==> src/rtl/nandSeqPkg.sv <==
package nandSeqPkg;
  typedef enum logic [2:0] {
    PH_IDLE  = 3'd0,
    PH_SETUP = 3'd1,
    PH_PULSE = 3'd2,
    PH_HOLD  = 3'd3,
    PH_WAIT  = 3'd4
  } phase_e;

  // Strobes from the sequencer control to the datapath
  typedef struct packed {
    logic accept;   // request taken on this edge
    logic busy;     // a bus cycle is in progress
    logic strobe;   // width phase: WE# or RE# asserted
    logic capture;  // last clock of the width phase
    logic finish;   // last clock of the whole cycle
  } seqCtl_t;

  localparam logic [1:0] KIND_CMD  = 2'd0;
  localparam logic [1:0] KIND_ADDR = 2'd1;
endpackage

==> src/rtl/nandSeqCtrl.sv <==
module nandSeqCtrl
  import nandSeqPkg::*;
#(
  parameter int FIELD_W = 4
) (
  input  logic               clk,
  input  logic               rst_n,
  input  logic               softRst,
  input  logic               reqValid,
  input  logic               reqIsWrite,
  input  logic [8*FIELD_W-1:0] timingWord,
  output logic               reqReady,
  output seqCtl_t            ctl
);
  localparam int TW_W     = 8 * FIELD_W;
  localparam int GRP_W    = 4 * FIELD_W;
  localparam int CNT_W    = FIELD_W + 1;
  localparam int SET_OFS  = 0;
  localparam int HOLD_OFS = FIELD_W;
  localparam int WID_OFS  = 2 * FIELD_W;
  localparam int WAIT_OFS = 3 * FIELD_W;

  phase_e             phase;
  logic [CNT_W-1:0]   cnt;
  logic [FIELD_W-1:0] setupL, widthL, holdL, waitL;
  logic [GRP_W-1:0]   grp;
  logic [CNT_W-1:0]   phaseLim;
  logic               lastCyc;

  // Pick the field group for the direction of the incoming request
  assign grp = reqIsWrite ? timingWord[TW_W-1:GRP_W] : timingWord[GRP_W-1:0];

  always_comb begin
    unique case (phase)
      PH_SETUP: phaseLim = {1'b0, setupL};
      PH_PULSE: phaseLim = {1'b0, widthL};
      PH_HOLD:  phaseLim = {1'b0, holdL};
      PH_WAIT:  phaseLim = {waitL, 1'b0} - CNT_W'(1);
      default:  phaseLim = '0;
    endcase
  end

  assign lastCyc = (cnt == phaseLim);

  always_ff @(posedge clk or negedge rst_n) begin
    if (!rst_n) begin
      phase  <= PH_IDLE;
      cnt    <= '0;
      setupL <= '0;
      widthL <= '0;
      holdL  <= '0;
      waitL  <= '0;
    end else if (softRst) begin
      phase <= PH_IDLE;
      cnt   <= '0;
    end else begin
      unique case (phase)
        PH_IDLE: begin
          cnt <= '0;
          if (reqValid) begin
            phase  <= PH_SETUP;
            setupL <= grp[SET_OFS  +: FIELD_W];
            widthL <= grp[WID_OFS  +: FIELD_W];
            holdL  <= grp[HOLD_OFS +: FIELD_W];
            waitL  <= grp[WAIT_OFS +: FIELD_W];
          end
        end
        PH_SETUP, PH_PULSE, PH_HOLD, PH_WAIT: begin
          if (!lastCyc) begin
            cnt <= cnt + CNT_W'(1);
          end else begin
            cnt <= '0;
            unique case (phase)
              PH_SETUP: phase <= PH_PULSE;
              PH_PULSE: phase <= PH_HOLD;
              PH_HOLD:  phase <= (waitL != '0) ? PH_WAIT : PH_IDLE;
              default:  phase <= PH_IDLE;
            endcase
          end
        end
        default: phase <= PH_IDLE;
      endcase
    end
  end

  assign reqReady    = (phase == PH_IDLE);
  assign ctl.accept  = reqReady && reqValid && !softRst;
  assign ctl.busy    = !reqReady;
  assign ctl.strobe  = (phase == PH_PULSE);
  assign ctl.capture = (phase == PH_PULSE) && lastCyc;
  assign ctl.finish  = lastCyc &&
                       (((phase == PH_HOLD) && (waitL == '0)) || (phase == PH_WAIT));
endmodule

==> src/rtl/nandSeqPath.sv <==
module nandSeqPath
  import nandSeqPkg::*;
#(
  parameter int DATA_W      = 8,
  parameter int SYNC_STAGES = 2
) (
  input  logic              clk,
  input  logic              rst_n,
  input  logic              softRst,
  input  seqCtl_t           ctl,
  input  logic [1:0]        reqKind,
  input  logic              reqWrite,
  input  logic [DATA_W-1:0] reqData,
  input  logic              forceCeLow,
  input  logic [DATA_W-1:0] nandDin,
  input  logic              nandRb,
  output logic              reqIsWrite,
  output logic              rspValid,
  output logic [DATA_W-1:0] rspData,
  output logic              devReady,
  output logic              nandCle,
  output logic              nandAle,
  output logic              nandWeN,
  output logic              nandReN,
  output logic              nandCeN,
  output logic [DATA_W-1:0] nandDout,
  output logic              nandDoe
);
  logic              cleL, aleL, wrL;
  logic [DATA_W-1:0] doutL;
  logic [SYNC_STAGES-1:0] rbSync;

  // Command and address requests always write
  assign reqIsWrite = (reqKind == KIND_CMD) || (reqKind == KIND_ADDR) || reqWrite;

  always_ff @(posedge clk or negedge rst_n) begin
    if (!rst_n) begin
      cleL  <= 1'b0;
      aleL  <= 1'b0;
      wrL   <= 1'b0;
      doutL <= '0;
    end else if (ctl.accept) begin
      cleL  <= (reqKind == KIND_CMD);
      aleL  <= (reqKind == KIND_ADDR);
      wrL   <= reqIsWrite;
      doutL <= reqData;
    end
  end

  always_ff @(posedge clk or negedge rst_n) begin
    if (!rst_n) begin
      rspData  <= '0;
      rspValid <= 1'b0;
    end else begin
      if (ctl.capture && !wrL && !softRst) begin
        rspData <= nandDin;
      end
      rspValid <= ctl.finish && !wrL && !softRst;
    end
  end

  // Ready pin synchroniser
  generate
    for (genvar i = 0; i < SYNC_STAGES; i++) begin : g_sync
      always_ff @(posedge clk or negedge rst_n) begin
        if (!rst_n) begin
          rbSync[i] <= 1'b0;
        end else if (i == 0) begin
          rbSync[i] <= nandRb;
        end else begin
          rbSync[i] <= rbSync[(i == 0) ? 0 : i-1];
        end
      end
    end
  endgenerate

  assign devReady = rbSync[SYNC_STAGES-1];
  assign nandCle  = ctl.busy && cleL;
  assign nandAle  = ctl.busy && aleL;
  assign nandWeN  = !(ctl.strobe && wrL);
  assign nandReN  = !(ctl.strobe && !wrL);
  assign nandCeN  = !(ctl.busy || forceCeLow);
  assign nandDoe  = ctl.busy && wrL;
  assign nandDout = doutL;
endmodule

==> src/rtl/nandSeq.sv <==
module nandSeq
  import nandSeqPkg::*;
#(
  parameter int DATA_W      = 8,
  parameter int FIELD_W     = 4,
  parameter int SYNC_STAGES = 2
) (
  input  logic                 clk,
  input  logic                 rst_n,
  input  logic                 softRst,
  input  logic [8*FIELD_W-1:0] timingWord,
  input  logic                 forceCeLow,
  input  logic                 reqValid,
  output logic                 reqReady,
  input  logic [1:0]           reqKind,
  input  logic                 reqWrite,
  input  logic [DATA_W-1:0]    reqData,
  output logic                 rspValid,
  output logic [DATA_W-1:0]    rspData,
  output logic                 devReady,
  output logic                 nandCle,
  output logic                 nandAle,
  output logic                 nandWeN,
  output logic                 nandReN,
  output logic                 nandCeN,
  output logic [DATA_W-1:0]    nandDout,
  output logic                 nandDoe,
  input  logic [DATA_W-1:0]    nandDin,
  input  logic                 nandRb
);
  seqCtl_t ctl;
  logic    reqIsWrite;

  nandSeqCtrl #(.FIELD_W(FIELD_W)) u_ctrl (
    .clk        (clk),
    .rst_n      (rst_n),
    .softRst    (softRst),
    .reqValid   (reqValid),
    .reqIsWrite (reqIsWrite),
    .timingWord (timingWord),
    .reqReady   (reqReady),
    .ctl        (ctl)
  );

  nandSeqPath #(.DATA_W(DATA_W), .SYNC_STAGES(SYNC_STAGES)) u_path (
    .clk        (clk),
    .rst_n      (rst_n),
    .softRst    (softRst),
    .ctl        (ctl),
    .reqKind    (reqKind),
    .reqWrite   (reqWrite),
    .reqData    (reqData),
    .forceCeLow (forceCeLow),
    .nandDin    (nandDin),
    .nandRb     (nandRb),
    .reqIsWrite (reqIsWrite),
    .rspValid   (rspValid),
    .rspData    (rspData),
    .devReady   (devReady),
    .nandCle    (nandCle),
    .nandAle    (nandAle),
    .nandWeN    (nandWeN),
    .nandReN    (nandReN),
    .nandCeN    (nandCeN),
    .nandDout   (nandDout),
    .nandDoe    (nandDoe)
  );
endmodule

==> config.mk <==
export PLATFORM = sky130hd
export DESIGN_NAME = nandSeq
export DESIGN_NICKNAME = d
export VERILOG_FILES = /design/src/rtl/nandSeqPkg.sv /design/src/rtl/nandSeqCtrl.sv /design/src/rtl/nandSeqPath.sv /design/src/rtl/nandSeq.sv
export SDC_FILE = /design/constraint.sdc
export NUM_CORES = 1
export LEC_CHECK = 0
export BUFFER_PORTS_ARGS = -buffer_cell sky130_fd_sc_hd__buf_4
export CORE_MARGIN = 1
export CORE_UTILIZATION = 47
export CTS_BUF_LIST = sky130_fd_sc_hd__clkbuf_4
export DETAILED_ROUTE_END_ITERATION = 10
export PLACE_DENSITY = 0.79
export SYNTH_ARGS = -nofsm -noshare
export SYNTH_HDL_FRONTEND = slang
export SYNTH_SLANG_ARGS = --single-unit
==> constraint.sdc <==
create_clock -name clk -period 1.9 [get_ports clk]
set_input_delay 0.285 -clock clk [delete_from_list [all_inputs] [get_ports clk]]
set_output_delay 0.285 -clock clk [all_outputs]
set_load 0.01 [all_outputs]
==> results of run 1 <==
-- state kept, by name, summed over array words and instances (netlist names) --
name	cells
u_path.nandDout	8
u_path.rspData	8
u_ctrl.cnt	5
u_ctrl.holdL	4
u_ctrl.setupL	4
u_ctrl.waitL	4
u_ctrl.widthL	4
u_ctrl.phase	3
u_path.aleL	1
u_path.cleL	1
u_path.devReady	1
u_path.rbSync	1
u_path.rspValid	1
u_path.wrL	1
-- cell usage after synthesis, types with 2 or more instances --
| library cell | number | area [um2] |
|---|---|---|
| nor4_1 | 5 | 31.3 |
| mux2i_1 | 16 | 160 |
| nor3b_1 | 2 | 15.0 |
| inv_1 | 4 | 15.0 |
| dfrtp_1 | 46 | 1150 |
| nand2_1 | 28 | 105 |
| a32oi_1 | 3 | 26.3 |
| mux2_4 | 10 | 150 |
| o21ai_0 | 26 | 130 |
| clkbuf_1 | 7 | 26.3 |
| nand3_1 | 6 | 30.0 |
| buf_2 | 4 | 20.0 |
| a21o_1 | 2 | 15.0 |
| nor2b_1 | 7 | 43.8 |
| a21oi_1 | 2 | 10.0 |
| xor2_1 | 6 | 52.6 |
| nor2_1 | 7 | 26.3 |
| nor3_1 | 3 | 15.0 |
| buf_4 | 2 | 15.0 |
| and3_1 | 2 | 12.5 |
| mux2_2 | 9 | 101 |
| nand4_1 | 2 | 12.5 |
| ha_1 | 3 | 37.5 |
| nand2b_1 | 2 | 12.5 |
-- worst min-delay path by stage --
stage	from	to	slack [ps]	cells after the start
3_5_place_dp	rst_n	u_path.rspData[4]$_DFFE_PN0P_	330	1
3_3_place_gp	rst_n	u_path.rspData[2]$_DFFE_PN0P_	320	1
6_report	reqKind[0]	u_path.cleL$_DFFE_PN0P_	110	2
5_1_grt	reqKind[0]	u_path.cleL$_DFFE_PN0P_	90	2
2_1_floorplan	rst_n	u_ctrl.cnt[0]$_DFFE_PN0P_	-10	0
4_1_cts	nandRb	u_path.rbSync[0]$_DFF_PN0_	20	1
-- what timing repair did --
item	in CTS	in global routing
endpoints found under the setup margin	22	21
resized for setup	15	2
hold endpoints to repair	46	1
setup buffers	0	0
hold buffers	1	1
pin swaps	3	4
-- where the power goes --
group / leakage [nW] / switching (W) / internal (W) / total, W
Sequential: 0.580 / 0.000285 / 0.00135 / 0.00164
Clock: 0.0387 / 0.000305 / 0.000267 / 0.000572
Combinational: 0.994 / 0.00102 / 0.00122 / 0.00224
-- per-stage QoR --
stage / cell area (um2) / cells / TNS, ps
floorplan: 2390 / 220 / -1360
global placement: 3210 / 379 / -3270
detailed placement: 3210 / 379 / -4490
CTS: 3320 / 386 / -2870
global route: 3340 / 387 / -5480
finish: 3340 / 387 / -4010
-- worst max-delay path, delay by kind of cell (launching register included) --
kind | cells | cell delay, ps
simple gates | 2 | 470
flops | 1 | 480
compound gates | 1 | 270
xor+xnor | 1 | 240
mux | 2 | 650
-- per-layer routing --
layer	GRT usage [%]	wire length, um
met5	0	0
met2	35.5	2680
met3	4.70	219
met4	4.14	19
met1	27.7	2420
-- area by class of cell --
cell class | count | area [um2]
timing repair buffer | 107 | 825
multi-input combinational | 156 | 1200
clock buffer | 5 | 37.5
tap | 67 | 83.8
clock inverter | 2 | 33.8
sequential | 46 | 1150
fill | 350 | 1440
inverter | 4 | 15.0
-- cell families (layout without fill, tap and decap cells) --
logic type | after synthesis | in the layout | share of synthesized area [%]
and+or+nand+nor | 72 | 72 | 16.2
buffers and inverters | 18 | 118 | 3.38
xor gates and xnor gates | 6 | 6 | 2.22
DFF | 46 | 46 | 48.6
muxes | 35 | 35 | 17.4
adders and majority gates | 3 | 3 | 1.59
AOI/OAI and AO/OA | 40 | 40 | 10.6
==> results by group, run 1 <==
Critical path
  – Crit path from: u_ctrl.phase[0]$_DFFE_PN0P_
  – Worst R2R End: u_path.rspData[4]$_DFFE_PN0P_
  – RR Startpoint: u_ctrl.phase[0]$_DFFE_PN0P_
  – Critical path's most frequent cell: mux2_4
  – Setup slack, reg-to-reg: -340 ps
  – CP cell instances: mux2_4 > a221oi_2 > xor2_1 > and4_4 > nand3_4 > mux2_4
  – Slowest cell on crit path: dfrtp_2
  – Crit-path max FO: 8
  – WP data required: 2130 ps
  – Worst r2r path cells: 6
  – Crit Path Class: reg -> reg
  – Crit end category: flop
  – Worst setup path end: u_path.rspData[4]$_DFFE_PN0P_
  – CP Launch Type: flop
  – Max stage delay on crit path: about 480 ps
  – Critical path arrival: ~2500 ps

Clock network
  – Sink Count: 46
  – CTS tree: done
  – Root buf cell: clkbuf_4
  – Worst-Skew Late Latency: 350 ps
  – Num CTS Buffers: 5
  – Worst-path clk slew: about 140 ps
  – CTS H-tree depth: 2
  – CTS Buffer Depth: 2

Floorplan
  – Initial Util: 49.5%
  – Core area: between 4000 and 5000 um2
  – Chip width: about 73 um
  – Standard-cell rows: 25
  – I/O pins: between 80 and 90
  – DIE AREA: 5320 um2
  – Die height: 73.0 um

Logic synthesis
  – Syn nets: 280
  – Post-synthesis cell count: 220
  – Mean Syn Cell Area: roughly 11 um2
  – Yosys reg bits: between 40 and 50
  – Async S/R FF share, synth: 100%
  – Synthesized area: approximately 2400 um2
  – EDFF count, synth: 0
  – Synth warnings: 0
  – Top_reg_cell synth: dfrtp_1
  – Sequential cell area fraction in the yosys report: between 40% and 50%
  – Unique masters post-synth: 40

Timing
  – Clock Skews: ~14 ps
  – Max Slew Vio Count: 0
  – Fin crit period: approximately 2200 ps
  – Setup-failing EPs final: 17
  – Post-route worst setup slack: -335 ps
  – Fmax: 447 MHz
  – Final period util: 118%
  – Unrepaired setup endpoints after global routing: yes
  – Slew @ Worst Pin: between 500 and 600 ps
  – Hold_ws: between 100 and 150 ps
  – Final Hold Fails: 0
  – Slew margin rel.: roughly 62%

GRT
  – First-pass GRT wire length: ~8500 um
  – Gr usage total: about a fifth
  – Largest net degree at the start of global routing: 47
  – Number of global-route vias before repair: ~1,800
  – Initial antenna violation count: 0
  – Grt total ovfl: 0

Cells and area
  – Final Util: between 60 and 70%
  – Nets: between 300 and 400
  – Fraction of layout cells with a size suffix above 1: 45.3%
  – Ant. Diodes: 0
  – Synthesis-to-layout area growth: 41.2%
  – Most frequent cells in the layout: 103 x buf_4, 45 x dfrtp_1, 28 x nand2_1
  – Most common cell after layout, fill and taps aside: buf_4

Routing
  – Final wirelength: around 5300 um
  – Routed length per instance: 13.8 um
  – # DRC: 0
  – Routed Antenna Nets: 0
  – Initial drt markers: 93
  – DR vias/cell: about 5.1
  – Vias: between 1,500 and 2,000
  – Detailed Routing Iterations Pass 1: 4

Place
  – DP HPWL: approximately 4000 um
  – Place WS: -367 ps
  – Final GP Congestion: 0.848
  – Port Buffer Count: 81

Flow run
  – Max cap viols: 0

Worst hold path
  – Tightest Hold Check Type: in -> reg

Run status
  – Outcome: complete, but fails checks
  – Failing checks: setup timing

Power
  – Final Power: 0.00445 W
  – Max VDD drop: 0.547 mV
  – Pwr/cell area: 1330 nW/um2
  – P_leak: 1.61 nW
Power figures use the tool's default switching activity.
==> run 2, diff against run 1 <==
ABC_AREA = 1   (was not set)
PLACE_DENSITY = 0.78   (was 0.79)
==> run 2 against run 1 <==
Against the previous run: the flow still finishes with violations (setup timing); worst hold slack worse by 14 ps; critical path depth is 2 higher; non-clock buffer count is 1 lower; global-route usage is 2.0 points higher; register-to-register slack better by 280 ps; via count is 29% higher; sequential power is 3% higher; critical endpoint is now nandCeN; largest power group unchanged.
==> results by group, run 2 <==
Routing
  – Detailed Routing Iterations Pass 1: 4 (unchanged)
  – DR vias/cell: 5.13 (about the same)
  – Routed length per instance: 13.5 um (was 13.8 um)
  – Routed Antenna Nets: 0 (unchanged)
  – Initial drt markers: 127 (was 93)
  – # DRC: 0 (unchanged)
  – Final wirelength: 6740 um (was 5340 um)
  – Vias: 2,560 (was 1,984)

Critical path
  – Worst r2r path cells: 13 (was 6)
  – Crit-path max FO: 5 (was 8)
  – Setup slack, reg-to-reg: -50 ps (was -340 ps)
  – WP data required: 1620 ps (was 2130 ps)
  – Crit Path Class: reg -> out (was reg -> reg)
  – Critical path arrival: 1670 ps (was 2470 ps)
  – Crit end category: primary output (was flop)
  – CP cell instances: buf_6 > buf_6 > inv_4 > nand2_4 > nor2_4 > inv_2 > nor2_2 > buf_4 (was mux2_4 > a221oi_2 > xor2_1 > and4_4 > nand3_4 > mux2_4)
  – CP delay by family, top: buffers and inverters (was multiplexers)
  – Critical path's most frequent cell: buf_6 (was mux2_4)
  – CP Launch Type: flop (unchanged)
  – Crit path from: u_ctrl.phase[0]$_DFFE_PN0P_ (unchanged)
  – Max stage delay on crit path: 480 ps (about the same)
  – RR Startpoint: u_ctrl.phase[0]$_DFFE_PN0P_ (unchanged)
  – Slowest cell on crit path: dfrtp_2 (unchanged)
  – Worst R2R End: u_path.rspData[7]$_DFFE_PN0P_ (was u_path.rspData[4]$_DFFE_PN0P_)
  – CP bufs+invs: 5 (was 0)

Clock network
  – Sink Count: 46 (unchanged)
  – CTS Buffer Depth: 2 (unchanged)
  – Num CTS Buffers: 5 (unchanged)
  – CTS tree: done (unchanged)
  – Worst-path clk slew: 150 ps (was 140 ps)
  – Worst-Skew Late Latency: 370 ps (was 350 ps)
  – CTS H-tree depth: 2 (unchanged)
  – Root buf cell: clkbuf_4 (unchanged)

Logic synthesis
  – Unique masters post-synth: 32 (was 40)
  – Synth warnings: 0 (unchanged)
  – Largest cells by area after synthesis: dfrtp_1 46%, nand2_1 17%, nor2_1 5.1%, a31oi_1 4.0%, nand4_1 3.7% (was dfrtp_1 49%, mux2i_1 6.8%, mux2_4 6.3%, o21ai_0 5.5%, nand2_1 4.4%)
  – Sequential cell area fraction in the yosys report: 45.6% (was 48.6%)
  – Largest area contributor in the netlist: dfrtp_1 (unchanged)
  – Top_reg_cell synth: dfrtp_1 (unchanged)
  – Post-synthesis cell count: 325 (was 220)
  – Async S/R FF share, synth: 100% (unchanged)
  – Syn nets: 385 (was 280)
  – Mean Syn Cell Area: 7.77 um2 (was 10.8 um2)
  – Synthesized area: 2520 um2 (was 2370 um2)
  – Top post-synthesis cells by count: 113 x nand2_1, 46 x dfrtp_1, 34 x nor2_1 (was 46 x dfrtp_1, 28 x nand2_1, 26 x o21ai_0)
  – EDFF count, synth: 0 (unchanged)
  – Yosys reg bits: 46 (unchanged)
  – Count leader, synth: nand2_1 (was dfrtp_1)
  – Share of the synthesized area in the top cell type: 45.6% (was 48.6%)

Timing
  – Slew margin rel.: 60.9% (was 61.6%)
  – Setup TNS: -368 ps (was -4010 ps)
  – Final period util: 103% (was 118%)
  – Slew @ Worst Pin: 586 ps (was 576 ps)
  – Max Slew Vio Count: 0 (unchanged)
  – Post-route worst setup slack: -53.1 ps (was -335 ps)
  – Final Hold Fails: 0 (unchanged)
  – Setup-failing EPs final: 12 (was 17)
  – Fmax: 512 MHz (was 447 MHz)
  – Clock Skews: 18.6 ps (was 14.0 ps)
  – Fin crit period: 1950 ps (was 2240 ps)
  – Unrepaired setup endpoints after global routing: yes (unchanged)

Cells and area
  – Fraction of layout cells with a size suffix above 1: 36.4% (was 45.3%)
  – Post-Layout Cell Count: 499 (was 387)
  – Ant. Diodes: 0 (unchanged)
  – Most common cell after layout, fill and taps aside: nand2_1 (was buf_4)
  – Most frequent cells in the layout: 103 x nand2_1, 97 x buf_4, 43 x dfrtp_1 (was 103 x buf_4, 45 x dfrtp_1, 28 x nand2_1)
  – Nets: 488 (was 380)
  – Synthesis-to-layout area growth: 40.6% (was 41.2%)

Power
  – Max VDD drop: 0.699 mV (was 0.547 mV)
  – Pwr/cell area: 1500 nW/um2 (was 1330 nW/um2)
  – Final Power: 0.00531 W (was 0.00445 W)
  – P_leak: 1.83 nW (was 1.61 nW)

Place
  – Port Buffer Count: 81 (unchanged)
  – Final GP Congestion: 0.868 (was 0.848)
  – DP HPWL: 4530 um (was 4000 um)
  – Placed instance count: 476 (was 379)
  – Place WS: 28.8 ps (was -367 ps)

Floorplan
  – I/O pins: 82 (unchanged)
  – Standard-cell rows: 26 (was 25)
  – Core area: 5140 um2 (was 4790 um2)
  – Chip width: 75.3 um (was 73.0 um)
  – Die height: 75.3 um (was 73.0 um)
  – Initial Util: 49.1% (was 49.5%)
  – DIE AREA: 5670 um2 (was 5320 um2)

GRT
  – Grt total ovfl: 0 (unchanged)
  – First-pass GRT wire length: 9850 um (was 8530 um)
  – Initial antenna violation count: 0 (unchanged)
  – Largest net degree at the start of global routing: 47 (unchanged)
  – Number of global-route vias before repair: 2,285 (was 1,836)
  – Gr usage total: 23.0% (was 21.0%)

Worst hold path
  – Tightest Hold Check Type: in -> reg (unchanged)
  – WHS Path Cells: 2 (unchanged)
  – HP Start: reqKind[1] (was reqKind[0])
  – Hold Path End: u_path.cleL$_DFFE_PN0P_ (unchanged)

Run status
  – Outcome: complete, but fails checks (unchanged)
  – Failing checks: setup timing (unchanged)

Flow run
  – Max cap viols: 0 (unchanged)
run 2: changes by cell type after synthesis, sizes merged, moves of 7 or more:
cell	before	now
nor2	7	41
inv	4	29
nand3	7	22
nor2b	7	0
nand2	28	117
nand4	2	15
a31oi	1	16
o21ai	26	6
mux2	19	0
mux2i	16	0
run 2: what timing repair did:
| item | 4_1_cts | 5_1_grt |
|---|---|---|
| pin swaps | 1 | 18 |
| endpoints found under the hold margin | 47 | 0 |
| setup buffers | 4 | 7 |
| gates resized for setup | 5 | 33 |
| endpoints found under the setup margin | 3 | 41 |
| hold buffers | 2 | 0 |
| cloned | 0 | 2 |
run 2: through the flow:
stage / hold WS [ps] / instance area [um2] / utilization [%]
6_report: 91.4 / 3550 / 69.1
5_1_grt: 76.6 / 3550 / 69.1
2_1_floorplan: -10.6 / 2520 / -
3_5_place_dp: 326 / 3240 / 63.0
3_3_place_gp: 317 / 3240 / 63.0
4_1_cts: 89.4 / 3360 / 65.4
run 2: power by group:
group	total, W	internal, W	switching, W
Clock	0.000460	0.000139	0.000321
Combinational	0.00316	0.00146	0.00170
Sequential	0.00169	0.00138	0.000312
run 2: worst max-delay path by stage:
stage / to / slack, ps / cells past startpoint
after floorplan: u_path.rspData[0]$_DFFE_PN0P_ / 230 / 11
after global placement: u_path.rspData[3]$_DFFE_PN0P_ / 60 / 10
after detailed placement: u_path.rspData[1]$_DFFE_PN0P_ / 30 / 12
after CTS: nandCeN / -70 / 8
after global routing: u_path.rspData[7]$_DFFE_PN0P_ / -170 / 12
final: nandCeN / -50 / 8
run 2: worst reg2reg max path: cells and delay by family (launching register included):
kind          cells  cell delay [ps]
simple gates     11             1120
flops             1              480
buf+inv           2              250
run 2: logic make-up after synthesis:
family | count (synthesis) | synth area share, %
compound gates | 30 | 7.04
xor+xnor | 3 | 1.04
fa+ha+maj | 3 | 1.49
buf+inv | 42 | 7.73
flops | 46 | 45.6
simple gates | 201 | 37.1
run 2: layout make-up:
| type | count | area, um2 |
|---|---|---|
| well taps | 70 | 87.6 |
| inverters | 31 | 121 |
| clock buffers | 5 | 37.5 |
| fillers | 413 | 1590 |
| repair buffers | 106 | 858 |
| flip-flops and latches | 46 | 1150 |
| clock inverters | 3 | 16.3 |
| multi-input cells | 238 | 1270 |
run 2: metal layers:
layer | up-vias | part of all wire, % | track usage, %
met5 | - | 0 | 0
met4 | 0 | 2.2 | 10.5
met3 | 15 | 5.9 | 5.82
met2 | 98 | 49 | 35.9
met1 | 1186 | 43 | 30.3
li1 | 1261 | - | -
